===== src/rtl/lpm_pkg.sv =====
package lpm_pkg;

   typedef enum logic [2:0] {
      PM_NORMAL = 3'd0,
      PM_IDLE   = 3'd1,
      PM_DIDLE  = 3'd2,
      PM_STOP   = 3'd3,
      PM_DSTOP  = 3'd4,
      PM_SLEEP  = 3'd5
   } pm_mode_e;

   typedef enum logic [2:0] {
      SQ_RUN,
      SQ_LOW,
      SQ_PWR,
      SQ_PLL,
      SQ_CLK
   } sq_state_e;

   typedef struct packed {
      logic [1:0] top;
      logic       l2_keep;
   } pm_cfg_t;

   // bit order here is the order of the packed enable vector
   typedef struct packed {
      logic cpu_clk;
      logic cpu_pwr;
      logic top_pwr;
      logic aud_pwr;
      logic pll;
      logic periph_clk;
      logic rtc_clk;
      logic l2_pwr;
   } pm_en_t;

   localparam logic [1:0] TOP_HOLD = 2'b01;
   localparam logic [1:0] TOP_LIVE = 2'b10;

   localparam pm_cfg_t CFG_RESET = '{top: TOP_LIVE, l2_keep: 1'b1};
   localparam pm_en_t  EN_ALL    = '{default: 1'b1};

endpackage


===== src/rtl/lpm_regs.sv =====
module lpm_regs
   import lpm_pkg::*;
#(
   parameter int MODE_W = 3,
   parameter int SEL_W  = 2
) (
   input  logic              clk,
   input  logic              rst_n,
   input  logic              wr_en,
   input  logic [SEL_W-1:0]  wr_sel,
   input  logic [MODE_W-1:0] wr_data,
   output logic [MODE_W-1:0] mode_q,
   output pm_cfg_t           idle_q,
   output pm_cfg_t           stop_q
);

   localparam logic [SEL_W-1:0] SEL_MODE = SEL_W'(0);
   localparam logic [SEL_W-1:0] SEL_IDLE = SEL_W'(1);
   localparam logic [SEL_W-1:0] SEL_STOP = SEL_W'(2);

   pm_cfg_t wr_cfg;
   assign wr_cfg = '{top: wr_data[1:0], l2_keep: wr_data[2]};

   always_ff @(posedge clk or negedge rst_n) begin
      if (!rst_n) begin
         mode_q <= '0;
         idle_q <= CFG_RESET;
         stop_q <= CFG_RESET;
      end else if (wr_en) begin
         if (wr_sel == SEL_MODE) mode_q <= wr_data;
         if (wr_sel == SEL_IDLE) idle_q <= wr_cfg;
         if (wr_sel == SEL_STOP) stop_q <= wr_cfg;
      end
   end

endmodule


===== src/rtl/lpm_seq.sv =====
module lpm_seq
   import lpm_pkg::*;
#(
   parameter int MODE_W     = 3,
   parameter int SETTLE_CYC = 8
) (
   input  logic              clk,
   input  logic              rst_n,
   input  logic              cpu_standby,
   input  logic              wake_evt,
   input  logic [MODE_W-1:0] mode_req,
   input  pm_cfg_t           idle_cfg,
   input  pm_cfg_t           stop_cfg,
   output sq_state_e         state,
   output pm_mode_e          lat_mode,
   output pm_cfg_t           lat_cfg
);

   localparam int CNT_W = $clog2(SETTLE_CYC + 1);
   localparam logic [CNT_W-1:0] CNT_LAST = CNT_W'(SETTLE_CYC - 1);

   logic [CNT_W-1:0] cnt;
   logic             req_ok;

   assign req_ok = (mode_req >= MODE_W'(1)) && (mode_req <= MODE_W'(5));

   always_ff @(posedge clk or negedge rst_n) begin
      if (!rst_n) begin
         state    <= SQ_RUN;
         cnt      <= '0;
         lat_mode <= PM_NORMAL;
         lat_cfg  <= CFG_RESET;
      end else begin
         case (state)
            SQ_RUN: begin
               if (cpu_standby && req_ok) begin
                  state    <= SQ_LOW;
                  lat_mode <= pm_mode_e'(mode_req[2:0]);
                  lat_cfg  <= (mode_req[2:0] == 3'd2) ? idle_cfg : stop_cfg;
               end
            end
            SQ_LOW: begin
               if (wake_evt) begin
                  state <= SQ_PWR;
                  cnt   <= '0;
               end
            end
            SQ_PWR: begin
               if (cnt == CNT_LAST) state <= SQ_PLL;
               else                 cnt   <= cnt + 1'b1;
            end
            SQ_PLL:  state <= SQ_CLK;
            SQ_CLK:  state <= SQ_RUN;
            default: state <= SQ_RUN;
         endcase
      end
   end

endmodule


===== src/rtl/lpm_map.sv =====
module lpm_map
   import lpm_pkg::*;
(
   input  sq_state_e state,
   input  pm_mode_e  lat_mode,
   input  pm_cfg_t   lat_cfg,
   output pm_en_t    en,
   output logic      done
);

   pm_en_t lp;
   pm_en_t pw;

   always_comb begin
      lp = EN_ALL;
      case (lat_mode)
         PM_IDLE: lp.cpu_clk = 1'b0;
         PM_DIDLE: begin
            lp.cpu_clk    = 1'b0;
            lp.cpu_pwr    = 1'b0;
            lp.periph_clk = (lat_cfg.top != TOP_HOLD);
            lp.l2_pwr     = lat_cfg.l2_keep;
         end
         PM_STOP: begin
            lp.cpu_clk    = 1'b0;
            lp.pll        = 1'b0;
            lp.periph_clk = 1'b0;
         end
         PM_DSTOP: begin
            lp.cpu_clk    = 1'b0;
            lp.cpu_pwr    = 1'b0;
            lp.aud_pwr    = 1'b0;
            lp.pll        = 1'b0;
            lp.periph_clk = 1'b0;
            lp.top_pwr    = (lat_cfg.top == TOP_LIVE);
            lp.l2_pwr     = lat_cfg.l2_keep;
         end
         PM_SLEEP: begin
            lp         = '0;
            lp.rtc_clk = 1'b1;
         end
         default: lp = EN_ALL;
      endcase
   end

   always_comb begin
      pw         = lp;
      pw.cpu_pwr = 1'b1;
      pw.top_pwr = 1'b1;
      pw.aud_pwr = 1'b1;
      pw.l2_pwr  = 1'b1;
   end

   always_comb begin
      done = 1'b0;
      case (state)
         SQ_LOW: en = lp;
         SQ_PWR: en = pw;
         SQ_PLL: begin
            en     = pw;
            en.pll = 1'b1;
         end
         SQ_CLK: begin
            en   = EN_ALL;
            done = 1'b1;
         end
         default: en = EN_ALL;
      endcase
   end

endmodule


===== src/rtl/lpm_ctrl.sv =====
module lpm_ctrl
   import lpm_pkg::*;
#(
   parameter int MODE_W     = 3,
   parameter int SETTLE_CYC = 8,
   parameter bit OUT_REG    = 1'b0
) (
   input  logic              clk,
   input  logic              rst_n,
   input  logic              cfg_we,
   input  logic [1:0]        cfg_sel,
   input  logic [MODE_W-1:0] cfg_wdata,
   input  logic              cpu_standby,
   input  logic              wake_evt,
   output logic              cpu_clk_en,
   output logic              cpu_pwr_en,
   output logic              top_pwr_en,
   output logic              aud_pwr_en,
   output logic              pll_en,
   output logic              periph_clk_en,
   output logic              rtc_clk_en,
   output logic              l2_pwr_en,
   output logic              wake_done,
   output logic [2:0]        cur_mode
);

   if (MODE_W < 3) begin : g_bad_mode_w
      $error("lpm_ctrl: MODE_W must be at least 3");
   end
   if (SETTLE_CYC < 1) begin : g_bad_settle
      $error("lpm_ctrl: SETTLE_CYC must be at least 1");
   end

   logic [MODE_W-1:0] mode_q;
   pm_cfg_t           idle_q, stop_q, lat_cfg;
   sq_state_e         state;
   pm_mode_e          lat_mode;
   pm_en_t            en_c, en_o;
   logic              done_c, done_o;

   lpm_regs #(.MODE_W(MODE_W), .SEL_W(2)) u_regs (
      .clk(clk), .rst_n(rst_n), .wr_en(cfg_we), .wr_sel(cfg_sel),
      .wr_data(cfg_wdata), .mode_q(mode_q), .idle_q(idle_q), .stop_q(stop_q)
   );

   lpm_seq #(.MODE_W(MODE_W), .SETTLE_CYC(SETTLE_CYC)) u_seq (
      .clk(clk), .rst_n(rst_n), .cpu_standby(cpu_standby), .wake_evt(wake_evt),
      .mode_req(mode_q), .idle_cfg(idle_q), .stop_cfg(stop_q),
      .state(state), .lat_mode(lat_mode), .lat_cfg(lat_cfg)
   );

   lpm_map u_map (
      .state(state), .lat_mode(lat_mode), .lat_cfg(lat_cfg),
      .en(en_c), .done(done_c)
   );

   if (OUT_REG) begin : g_out_reg
      always_ff @(posedge clk or negedge rst_n) begin
         if (!rst_n) begin
            en_o   <= EN_ALL;
            done_o <= 1'b0;
         end else begin
            en_o   <= en_c;
            done_o <= done_c;
         end
      end
   end else begin : g_out_comb
      assign en_o   = en_c;
      assign done_o = done_c;
   end

   assign cpu_clk_en    = en_o.cpu_clk;
   assign cpu_pwr_en    = en_o.cpu_pwr;
   assign top_pwr_en    = en_o.top_pwr;
   assign aud_pwr_en    = en_o.aud_pwr;
   assign pll_en        = en_o.pll;
   assign periph_clk_en = en_o.periph_clk;
   assign rtc_clk_en    = en_o.rtc_clk;
   assign l2_pwr_en     = en_o.l2_pwr;
   assign wake_done     = done_o;
   assign cur_mode      = (state == SQ_RUN) ? 3'd0 : lat_mode;

endmodule


===== config.mk =====
export PLATFORM = sky130hd
export DESIGN_NAME = lpm_ctrl
export DESIGN_NICKNAME = d
export VERILOG_FILES = /design/src/rtl/lpm_pkg.sv /design/src/rtl/lpm_regs.sv /design/src/rtl/lpm_seq.sv /design/src/rtl/lpm_map.sv /design/src/rtl/lpm_ctrl.sv
export SDC_FILE = /design/constraint.sdc
export NUM_CORES = 1
export LEC_CHECK = 0
export ABC_AREA = 1
export BUFFER_PORTS_ARGS = -buffer_cell sky130_fd_sc_hd__buf_2
export CAP_MARGIN = 20
export CORE_MARGIN = 2
export CORE_UTILIZATION = 47
export DETAILED_ROUTE_END_ITERATION = 12
export GPL_TIMING_DRIVEN = 0
export PLACE_DENSITY_LB_ADDON = 0.08
export SYNTH_ARGS = -nofsm -noshare
export SYNTH_HDL_FRONTEND = slang
export SYNTH_HIERARCHICAL = 1
export SYNTH_SLANG_ARGS = --single-unit

===== constraint.sdc =====
create_clock -name clk -period 2.1 [get_ports clk]
set_input_delay 0.63 -clock clk [delete_from_list [all_inputs] [get_ports clk]]
set_output_delay 0.63 -clock clk [all_outputs]
set_load 0.02 [all_outputs]

==> results of run 1 <==
-- cells in the final DEF (no fill, tap or decap), types with 4 or more instances in the layout --
| cell type | Yosys | final |
|---|---|---|
| dfstp_2 | 6 | 6 |
| dfrtp_2 | 0 | 5 |
| dfrtp_1 | 16 | 11 |
| o21ai_2 | 4 | 4 |
| buf_2 | 0 | 20 |
| nand2_1 | 63 | 63 |
| nand2_2 | 4 | 4 |
| inv_2 | 9 | 10 |
| a21oi_1 | 5 | 5 |
| nand3_1 | 13 | 13 |
| nor2_2 | 4 | 4 |
| nand4_1 | 8 | 8 |
| inv_1 | 15 | 14 |
-- worst max-delay path: cells and delay by family, from the launching register on --
kind,cells,cell delay (ns)
buffers and inverters,3,0.29
and+or+nand+nor,4,0.22
adders and majority gates,1,0.15
DFF,1,0.43
-- what timing repair did --
action | CTS | global route
gates resized for setup | 3 | 6
endpoints found under the setup margin | 4 | 5
setup buffers | 1 | 0
-- metal layers --
metal,global-route usage,vias up,part of all wire
li1,-,606,-
met1,0.232,532,0.44
met2,0.278,33,0.50
met3,0.0204,2,0.054
met4,0.0731,0,0.0066
met5,0,-,0
-- sequential cells by signal, summed over array words and instances, names as in the netlist --
signal / count
u_regs/mode_q: 3
u_regs/idle_q: 3
u_seq/lat_mode: 3
u_seq/state: 3
u_seq/cnt: 4
u_seq/lat_cfg: 3
u_regs/stop_q: 3
-- how the worst min path moves through the flow --
stage	from	to	slack (ns)	depth (start not counted)
2_1_floorplan	rst_n	u_regs/idle_q[1]	0.33	0
3_3_place_gp	u_regs/stop_q[2]	u_regs/stop_q[2]	0.45	2
3_5_place_dp	u_regs/stop_q[2]	u_regs/stop_q[2]	0.46	2
4_1_cts	rst_n	u_regs/mode_q[0]	0.27	1
5_1_grt	rst_n	u_seq/cnt[2]	0.28	1
6_report	rst_n	u_regs/mode_q[2]	0.26	1
-- power groups by stage --
stage	Clock [W]	Sequential (W)	Combinational (W)
6_report	0.000196	0.000742	0.00101
5_1_grt	0.000223	0.000771	0.00115
4_1_cts	0.000206	0.000729	0.000981
3_5_place_dp	0	0.000744	0.000951
3_3_place_gp	0	0.000734	0.000922
2_1_floorplan	0	0.000703	0.000747
-- stage by stage --
step           instance area (um^2)  hold slack [ns]  setup WS, ns
2_1_floorplan                  1350            0.334         0.374
3_3_place_gp                   1480            0.455         0.326
3_5_place_dp                   1480            0.458         0.298
4_1_cts                        1520            0.272        0.0398
5_1_grt                        1540            0.285       -0.0328
6_report                       1540            0.260        0.0657
-- kinds of logic (layout without fill, tap and decap cells) --
kind of cell	Yosys count	in the layout	synth area share
compound gates	17	17	0.0837
flops	22	22	0.415
simple gates	105	105	0.389
buf+inv	27	52	0.0846
other cells	1	1	0.00279
xor+xnor	1	1	0.00651
fa+ha+maj	2	2	0.0186
-- final cells by class --
cell class,instances,area share
sequential,22,0.366
multi-input combinational,126,0.448
tap,31,0.0251
timing repair buffer,21,0.0697
inverter,25,0.0641
buffer,2,0.00973
clock buffer,4,0.0170
==> flow_summary_export.csv, run 1 <==
group,metric,value,unit
sta,finalMaxSlewViolations,0,
synth,synth_top_area_frac,0.298,
floorplan,die_area,0.00331,mm^2
critical_path,reg2reg_depth,6,
sta,clock_skew,0.0161,ns
floorplan,ios,22,
routing,detail-route-antenna-nets,0,
critical_path,crit_top_cell,"nand2_1",
global_route,gr-usage-all-layers,0.171,
global_route,grt_pass1_wl,4510,um
synth,mappedNetlistArea,0.00135,mm^2
sta,setup_viol,0,
critical_path,endpoint,"periph_clk_en",
finish,n_fill_cell,280,
synth,syn_avg_cell_area,7.69,um^2
critical_path,worstPathRequired,1.47,ns
run,cap_violations,0,
routing,vias,1173,
critical_path,crit_path_end_kind,"output port",
clock_tree,clk_latency,0.31,ns
critical_path,ff2ff_setup_slack,0.84,ns
finish,antennaDiodeCount,0,
critical_path,cpMaxStageDelayCell,"dfrtp_2",
synth,syn_inst,175,
clock_tree,clk_pin_slew,0.13,ns
place,place_congestion,0.782,
routing,dr.first_iter.drc_count,49,
synth,ys_types,28,
run_status,run_status,"complete, no violations",
routing,drt_wl_total,2600,um
sta,period_share,0.969,
critical_path,reg2reg_from,"u_seq/state[2]",
routing,first_pass_iters,4,
clock_tree,cts-root-buf,"clkbuf_4",
synth,ys_ff_latch,22,
floorplan,die-width,57.5,um
global_route,grt_overflow,0,
clock_tree,cts.path.max_buffers,2,
power,p_sw,0.000931,W
synth,yosys-top-cells-count,"nand2_1, dfrtp_1, inv_1, nand3_1, inv_2",
power,cellInternalPower,0.00102,W
critical_path,cp-startpoint,"u_seq/lat_mode[1]",
routing,wl_per_cell,11.2,um
finish,drive_gt1_frac,0.355,
clock_tree,cts_tree,"yes",
synth,synth.net_count,187,
global_route,grt_pass1_vias,1109,
floorplan,coreArea,0.00273,mm^2
critical_path,worstSetupPathType,"reg2out",
sta,hold_viol,0,
critical_path,cp_data_arrival_time,1.40,ns
synth,synth_edf_count,0,
power,sw_frac_of_total,0.477,
finish,nNetsFinal,213,
power,combPwrFrac,0.519,
synth,synth-main-ff-cell,"dfrtp_1",
clock_tree,postCtsHoldBufs,0,
floorplan,die_h,57.5,um
synth,synth_area_leader_cell,"dfrtp_1",
synth,yosysSeqAreaShare,0.415,
critical_path,slowest_delay,0.43,ns
synth,yosys_warnings,6,
critical_path,cp_max_fo,3,
synth,synthTopCellsByArea,"dfrtp_1, nand2_1, dfstp_2",
power,clkPwrFrac,0.100,
clock_tree,cts_made_buffers,3,
global_route,antenna_found_initial,0,
critical_path,crit_path_start_kind,"register",
sta,post-route-min-period,2.03,ns
power,leakagePower,0.761,nW
power,peakVddDrop,0.000805,V
sta,rsz0062_at_grt,"true",
critical_path,r2r_end,"u_seq/cnt[1]",
worst_hold_path,min_path_type,"in2async",
routing,via_per_inst,5.08,
power,p_per_area,1260,mW/mm^2
finish,multi_input_area,692,um^2
sta,setup-tns-final,0,ns
finish,stdcell_count,231,
floorplan,initial_core_util,0.492,
synth,synth_most_common_cell,"nand2_1",
finish,syn_to_final_growth,14.7,%
global_route,grt_start_max_net_pins,23,
sta,timing.fmax,492,MHz
synth,synthArstFlopShare,1.00,
place,dpl.cell_count,226,
clock_tree,cts_sinks,22,
power,power.share.sequential,0.380,
floorplan,fp-row-count,19,
place,numPortBuffers,20,
clock_tree,cts-htree-levels,1,
finish,fin_util,0.564,
power,fin_total_pwr,0.00195,W
critical_path,crit_chain,"inv_2 -> ha_4 -> inv_1 -> nand2_1 -> nand2_1 -> nand2_1 -> nand2_1 -> buf_2",
routing,drc,0,
place,dp_hpwl,2000,um
finish,seqCellArea,564,um^2
(Power assumes the default switching activity.)
==> run 2: changes to the inputs <==
==> constraint.sdc (replaced) <==
create_clock -name clk -period 2.1 [get_ports clk]
set_input_delay 0.63 -clock clk [delete_from_list [all_inputs] [get_ports clk]]
set_output_delay 0.63 -clock clk [all_outputs]
set_load 0.005 [all_outputs]
==> flow_summary_export.csv, run 2 (synthesis results as in run 1) <==
group,metric,value,unit
run_status,run_status,"complete, no violations",
clock_tree,cts_tree,"yes",
routing,vias,1169,
floorplan,die-width,57.5,um
finish,regMostFlops,"u_seq/cnt",
sta,hold_viol,0,
critical_path,reg2reg_from,"u_seq/state[2]",
critical_path,crit_chain,"inv_2 -> ha_4 -> inv_1 -> nand2_2 -> nand2_1 -> nand2_1 -> nand2_1 -> buf_2",
clock_tree,cts-htree-levels,1,
clock_tree,clk_latency,0.31,ns
clock_tree,cts-root-buf,"clkbuf_4",
power,leakagePower,0.768,nW
critical_path,ff2ff_setup_slack,0.84,ns
finish,finish.instance_area,0.00155,mm^2
power,peakVddDrop,0.000754,V
floorplan,fp-row-count,19,
sta,setup_ws,0.0754,ns
critical_path,path_depth,8,
run,cap_violations,0,
critical_path,path_delay_family,"flip-flops",
global_route,grt_start_max_net_pins,23,
critical_path,cp_data_arrival_time,1.39,ns
critical_path,r2r_end,"u_seq/cnt[1]",
clock_tree,clk_pin_slew,0.13,ns
finish,drive_gt1_frac,0.353,
critical_path,crit_top_cell,"nand2_1",
routing,first_pass_iters,4,
critical_path,reg2reg_depth,6,
critical_path,crit_path_end_kind,"output port",
clock_tree,cts_made_buffers,3,
global_route,grt_pass1_vias,1104,
critical_path,crit_path_start_kind,"register",
critical_path,slowest_delay,0.46,ns
floorplan,coreArea,0.00273,mm^2
critical_path,cpMaxStageDelayCell,"dfrtp_2",
sta,finalMaxSlewViolations,0,
sta,period_share,0.964,
floorplan,die_h,57.5,um
place,dp_hpwl,2000,um
floorplan,initial_core_util,0.492,
finish,syn_to_final_growth,15.3,%
global_route,grt_pass1_wl,4490,um
floorplan,ios,22,
power,fin_total_pwr,0.00186,W
critical_path,worstSetupPathType,"reg2out",
sta,post-route-min-period,2.02,ns
clock_tree,postCtsHoldBufs,0,
finish,antennaDiodeCount,0,
place,post-place-ws,0.349,ns
routing,drc,0,
sta,timing.fmax,494,MHz
power,p_per_area,1200,mW/mm^2
worst_hold_path,min_path_type,"in2async",
routing,dr.first_iter.drc_count,50,
place,dpl_cell_area,0.00148,mm^2
place,place_congestion,0.782,
critical_path,worstPathRequired,1.47,ns
clock_tree,cts.path.max_buffers,2,
global_route,grt_overflow,0,
critical_path,path_buf_inv,3,
sta,clock_skew,0.0156,ns
routing,wl_per_cell,11.3,um
place,numPortBuffers,20,
finish,layout_common_cells,"nand2_1, buf_2, inv_1",
routing,drt_wl_total,2620,um
finish,final_common_cell,"nand2_1",
finish,n_fill_cell,276,
clock_tree,cts_sinks,22,
routing,detail-route-antenna-nets,0,
global_route,antenna_found_initial,0,
sta,setup_viol,0,
critical_path,cp_max_fo,5,
finish,nNetsFinal,214,
routing,via_per_inst,5.04,
floorplan,die_area,0.00331,mm^2
finish,largest_reg_flops,4,
global_route,gr-usage-all-layers,0.171,
run 2: report_power, final:
group,switching [W],internal (W)
Combinational,0.000538,0.000378
Clock,0.000122,0.0000740
Sequential,0.000172,0.000573
Total,0.000831,0.00103
run 2: final cells by class:
class,count,area [um^2],share of cell area
Multi-Input combinational cell,126,694,0.448
Sequential cell,22,563,0.363
Timing Repair Buffer,22,115,0.0742
Inverter,25,98.8,0.0637
Tap cell,31,38.8,0.0250
Clock buffer,4,26.3,0.0169
Buffer,2,15.0,0.00968
run 2: what timing repair did:
action	CTS	global route
buffers inserted	0	2
pin swaps	0	0
gates resized for setup	1	7
endpoints found under the setup margin	1	6
run 2: how the worst max path moves through the flow:
stage                       from  slack, ns             to
5_1_grt        u_seq/lat_mode[1]      -0.03  periph_clk_en
2_1_floorplan  u_seq/lat_mode[1]       0.54  periph_clk_en
3_5_place_dp   u_seq/lat_mode[1]       0.35  periph_clk_en
6_report       u_seq/lat_mode[1]       0.08  periph_clk_en
4_1_cts        u_seq/lat_mode[1]       0.01  periph_clk_en
3_3_place_gp   u_seq/lat_mode[1]       0.38  periph_clk_en
run 2: worst register-to-register path, stage by stage, from the launching register on:
cell and delay, ns:
dfrtp_2 0.52, nor2_2 0.15, nand2_1 0.12, nand2_2 0.12, nand3_4 0.12, nand2_1 0.10
o21ai_2 0.05
run 2: metrics by stage:
stage,hold WS [ns],instances,util,TNS (ns)
after floorplan,0.334,175,-,0
after global placement,0.455,226,0.543,0
after detailed placement,0.458,226,0.543,0
after CTS,0.272,230,0.553,0
after global routing,0.285,232,0.568,-0.0397
final,0.264,232,0.568,0
run 2: per-layer routing:
layer | part of all wire | vias up | track usage
li1 | - | 608 | -
met5 | 0 | - | 0
met4 | 0.014 | 0 | 0.0731
met2 | 0.48 | 34 | 0.276
met1 | 0.46 | 521 | 0.230
met3 | 0.046 | 6 | 0.0204
==> run 3: changes to the inputs <==
Settings changed: CELL_PAD_IN_SITES_DETAIL_PLACEMENT from default to 1, CELL_PAD_IN_SITES_GLOBAL_PLACEMENT from default to 1, CORE_UTILIZATION 47 to 43.
==> flow_summary_export.csv, run 3 (synthesis results as in run 1) <==
group,metric,value,unit
global_route,antenna_found_initial,0,
run_status,run_status,"complete, no violations",
sta,finalMaxSlewViolations,0,
floorplan,fp-row-count,20,
clock_tree,clk_pin_slew,0.12,ns
finish,antennaDiodeCount,0,
clock_tree,cts-htree-levels,1,
finish,largest_reg_flops,4,
run,cap_violations,0,
power,cellInternalPower,0.00101,W
sta,setup_ws,0.112,ns
floorplan,die-width,59.9,um
clock_tree,clk_latency,0.30,ns
power,fin_total_pwr,0.00186,W
power,sw_frac_of_total,0.454,
power,power.share.sequential,0.400,
clock_tree,cts_tree,"yes",
place,post-place-ws,0.287,ns
global_route,grt_overflow,0,
routing,wl_per_cell,12.2,um
critical_path,ff2ff_setup_slack,0.82,ns
critical_path,worstPathRequired,1.47,ns
routing,first_pass_iters,4,
sta,hold_viol,0,
critical_path,reg2reg_from,"u_seq/cnt[1]",
critical_path,reg2reg_depth,5,
power,clkPwrFrac,0.105,
global_route,grt_start_max_net_pins,23,
global_route,gr-usage-all-layers,0.182,
power,combPwrFrac,0.495,
global_route,grt_pass1_wl,4950,um
routing,drt_wl_total,2840,um
critical_path,cp_data_arrival_time,1.36,ns
place,place_congestion,0.707,
power,peakVddDrop,0.000434,V
sta,timing.fmax,503,MHz
power,p_per_area,1200,mW/mm^2
finish,nNetsFinal,213,
worst_hold_path,min_path_type,"in2async",
global_route,grt_pass1_vias,1152,
floorplan,die_h,59.9,um
finish,drive_gt1_frac,0.360,
critical_path,cp-startpoint,"u_seq/state[2]",
finish,multi_input_area,694,um^2
sta,rsz0062_at_grt,"false",
floorplan,initial_core_util,0.448,
sta,setup-tns-final,0,ns
routing,drc,0,
sta,clock_skew,0.00789,ns
finish,seqCellArea,564,um^2
critical_path,cp_max_fo,9,
routing,vias,1192,
clock_tree,cts_made_buffers,3,
critical_path,r2r_end,"u_seq/state[0]",
floorplan,coreArea,0.00300,mm^2
clock_tree,cts.path.max_buffers,2,
floorplan,die_area,0.00359,mm^2
routing,via_per_inst,5.12,
routing,detail-route-antenna-nets,0,
finish,final_common_cell,"nand2_1",
critical_path,worstSetupPathType,"reg2out",
finish,layout_common_cells,"nand2_1, buf_2, inv_1",
critical_path,endpoint,"top_pwr_en",
clock_tree,cts-root-buf,"clkbuf_4",
critical_path,crit_path_end_kind,"output port",
clock_tree,cts_sinks,22,
place,numPortBuffers,20,
floorplan,ios,22,
sta,post-route-min-period,1.99,ns
sta,period_share,0.947,
place,dp_hpwl,2320,um
critical_path,crit_path_start_kind,"register",
clock_tree,postCtsHoldBufs,0,
power,leakagePower,0.761,nW
power,p_sw,0.000842,W
finish,syn_to_final_growth,15.1,%
finish,n_fill_cell,392,
finish,regMostFlops,"u_seq/cnt",
routing,dr.first_iter.drc_count,25,
sta,setup_viol,0,
-- run 3: changes by cell type in the layout (fill, tap and decap cells not counted), sizes merged --
cell  change
buf       -1
-- run 3: layout make-up --
type	instances	area share
Clock buffer	4	0.0170
Multi-Input combinational cell	126	0.449
Inverter	25	0.0639
Tap cell	33	0.0267
Sequential cell	22	0.365
Buffer	2	0.00970
Timing Repair Buffer	21	0.0695
-- run 3: timing repair --
item | CTS | global route
endpoints found under the hold margin | 0 | 0
setup endpoints to repair | 4 | 6
buffers inserted | 0 | 1
resized for setup | 5 | 5
-- run 3: worst min path at each step --
stage | end | slack (ns) | from
floorplan | u_regs/idle_q[1] | 0.33 | rst_n
global placement | u_regs/idle_q[2] | 0.45 | u_regs/idle_q[2]
detailed placement | u_regs/idle_q[2] | 0.46 | u_regs/idle_q[2]
CTS | u_seq/state[0] | 0.27 | rst_n
global route | u_regs/mode_q[0] | 0.27 | rst_n
finish | u_regs/mode_q[0] | 0.27 | rst_n
-- run 3: power groups by stage --
| stage | combinational, W | sequential [W] | clock (W) |
|---|---|---|---|
| finish | 0.000919 | 0.000742 | 0.000195 |
| global placement | 0.000826 | 0.000736 | 0 |
| global route | 0.00106 | 0.000767 | 0.000227 |
| CTS | 0.000902 | 0.000752 | 0.000204 |
| floorplan | 0.000642 | 0.000703 | 0 |
| detailed placement | 0.000870 | 0.000747 | 0 |
-- run 3: worst max-delay path, cell delays in order, from the launching register on --
cell	delay, ns
dfrtp_2	0.52
nor3_4	0.28
nand4_1	0.12
buf_2	0.15
-- run 3: per-layer routing --
metal / up-vias / routed length [um] / global-route usage
li1: 610 / - / -
met4: 0 / 17 / 0.0667
met2: 21 / 1490 / 0.332
met1: 559 / 1230 / 0.219
met5: - / 0 / 0
met3: 2 / 102 / 0.0152
-- run 3: stage by stage --
step	hold slack (ns)	std cells	util	area [um^2]
final	0.265	233	0.515	1550
after global routing	0.271	233	0.515	1550
after CTS	0.268	232	0.511	1540
after detailed placement	0.455	228	0.495	1490
after global placement	0.455	228	0.495	1490
after floorplan	0.334	175	-	1350
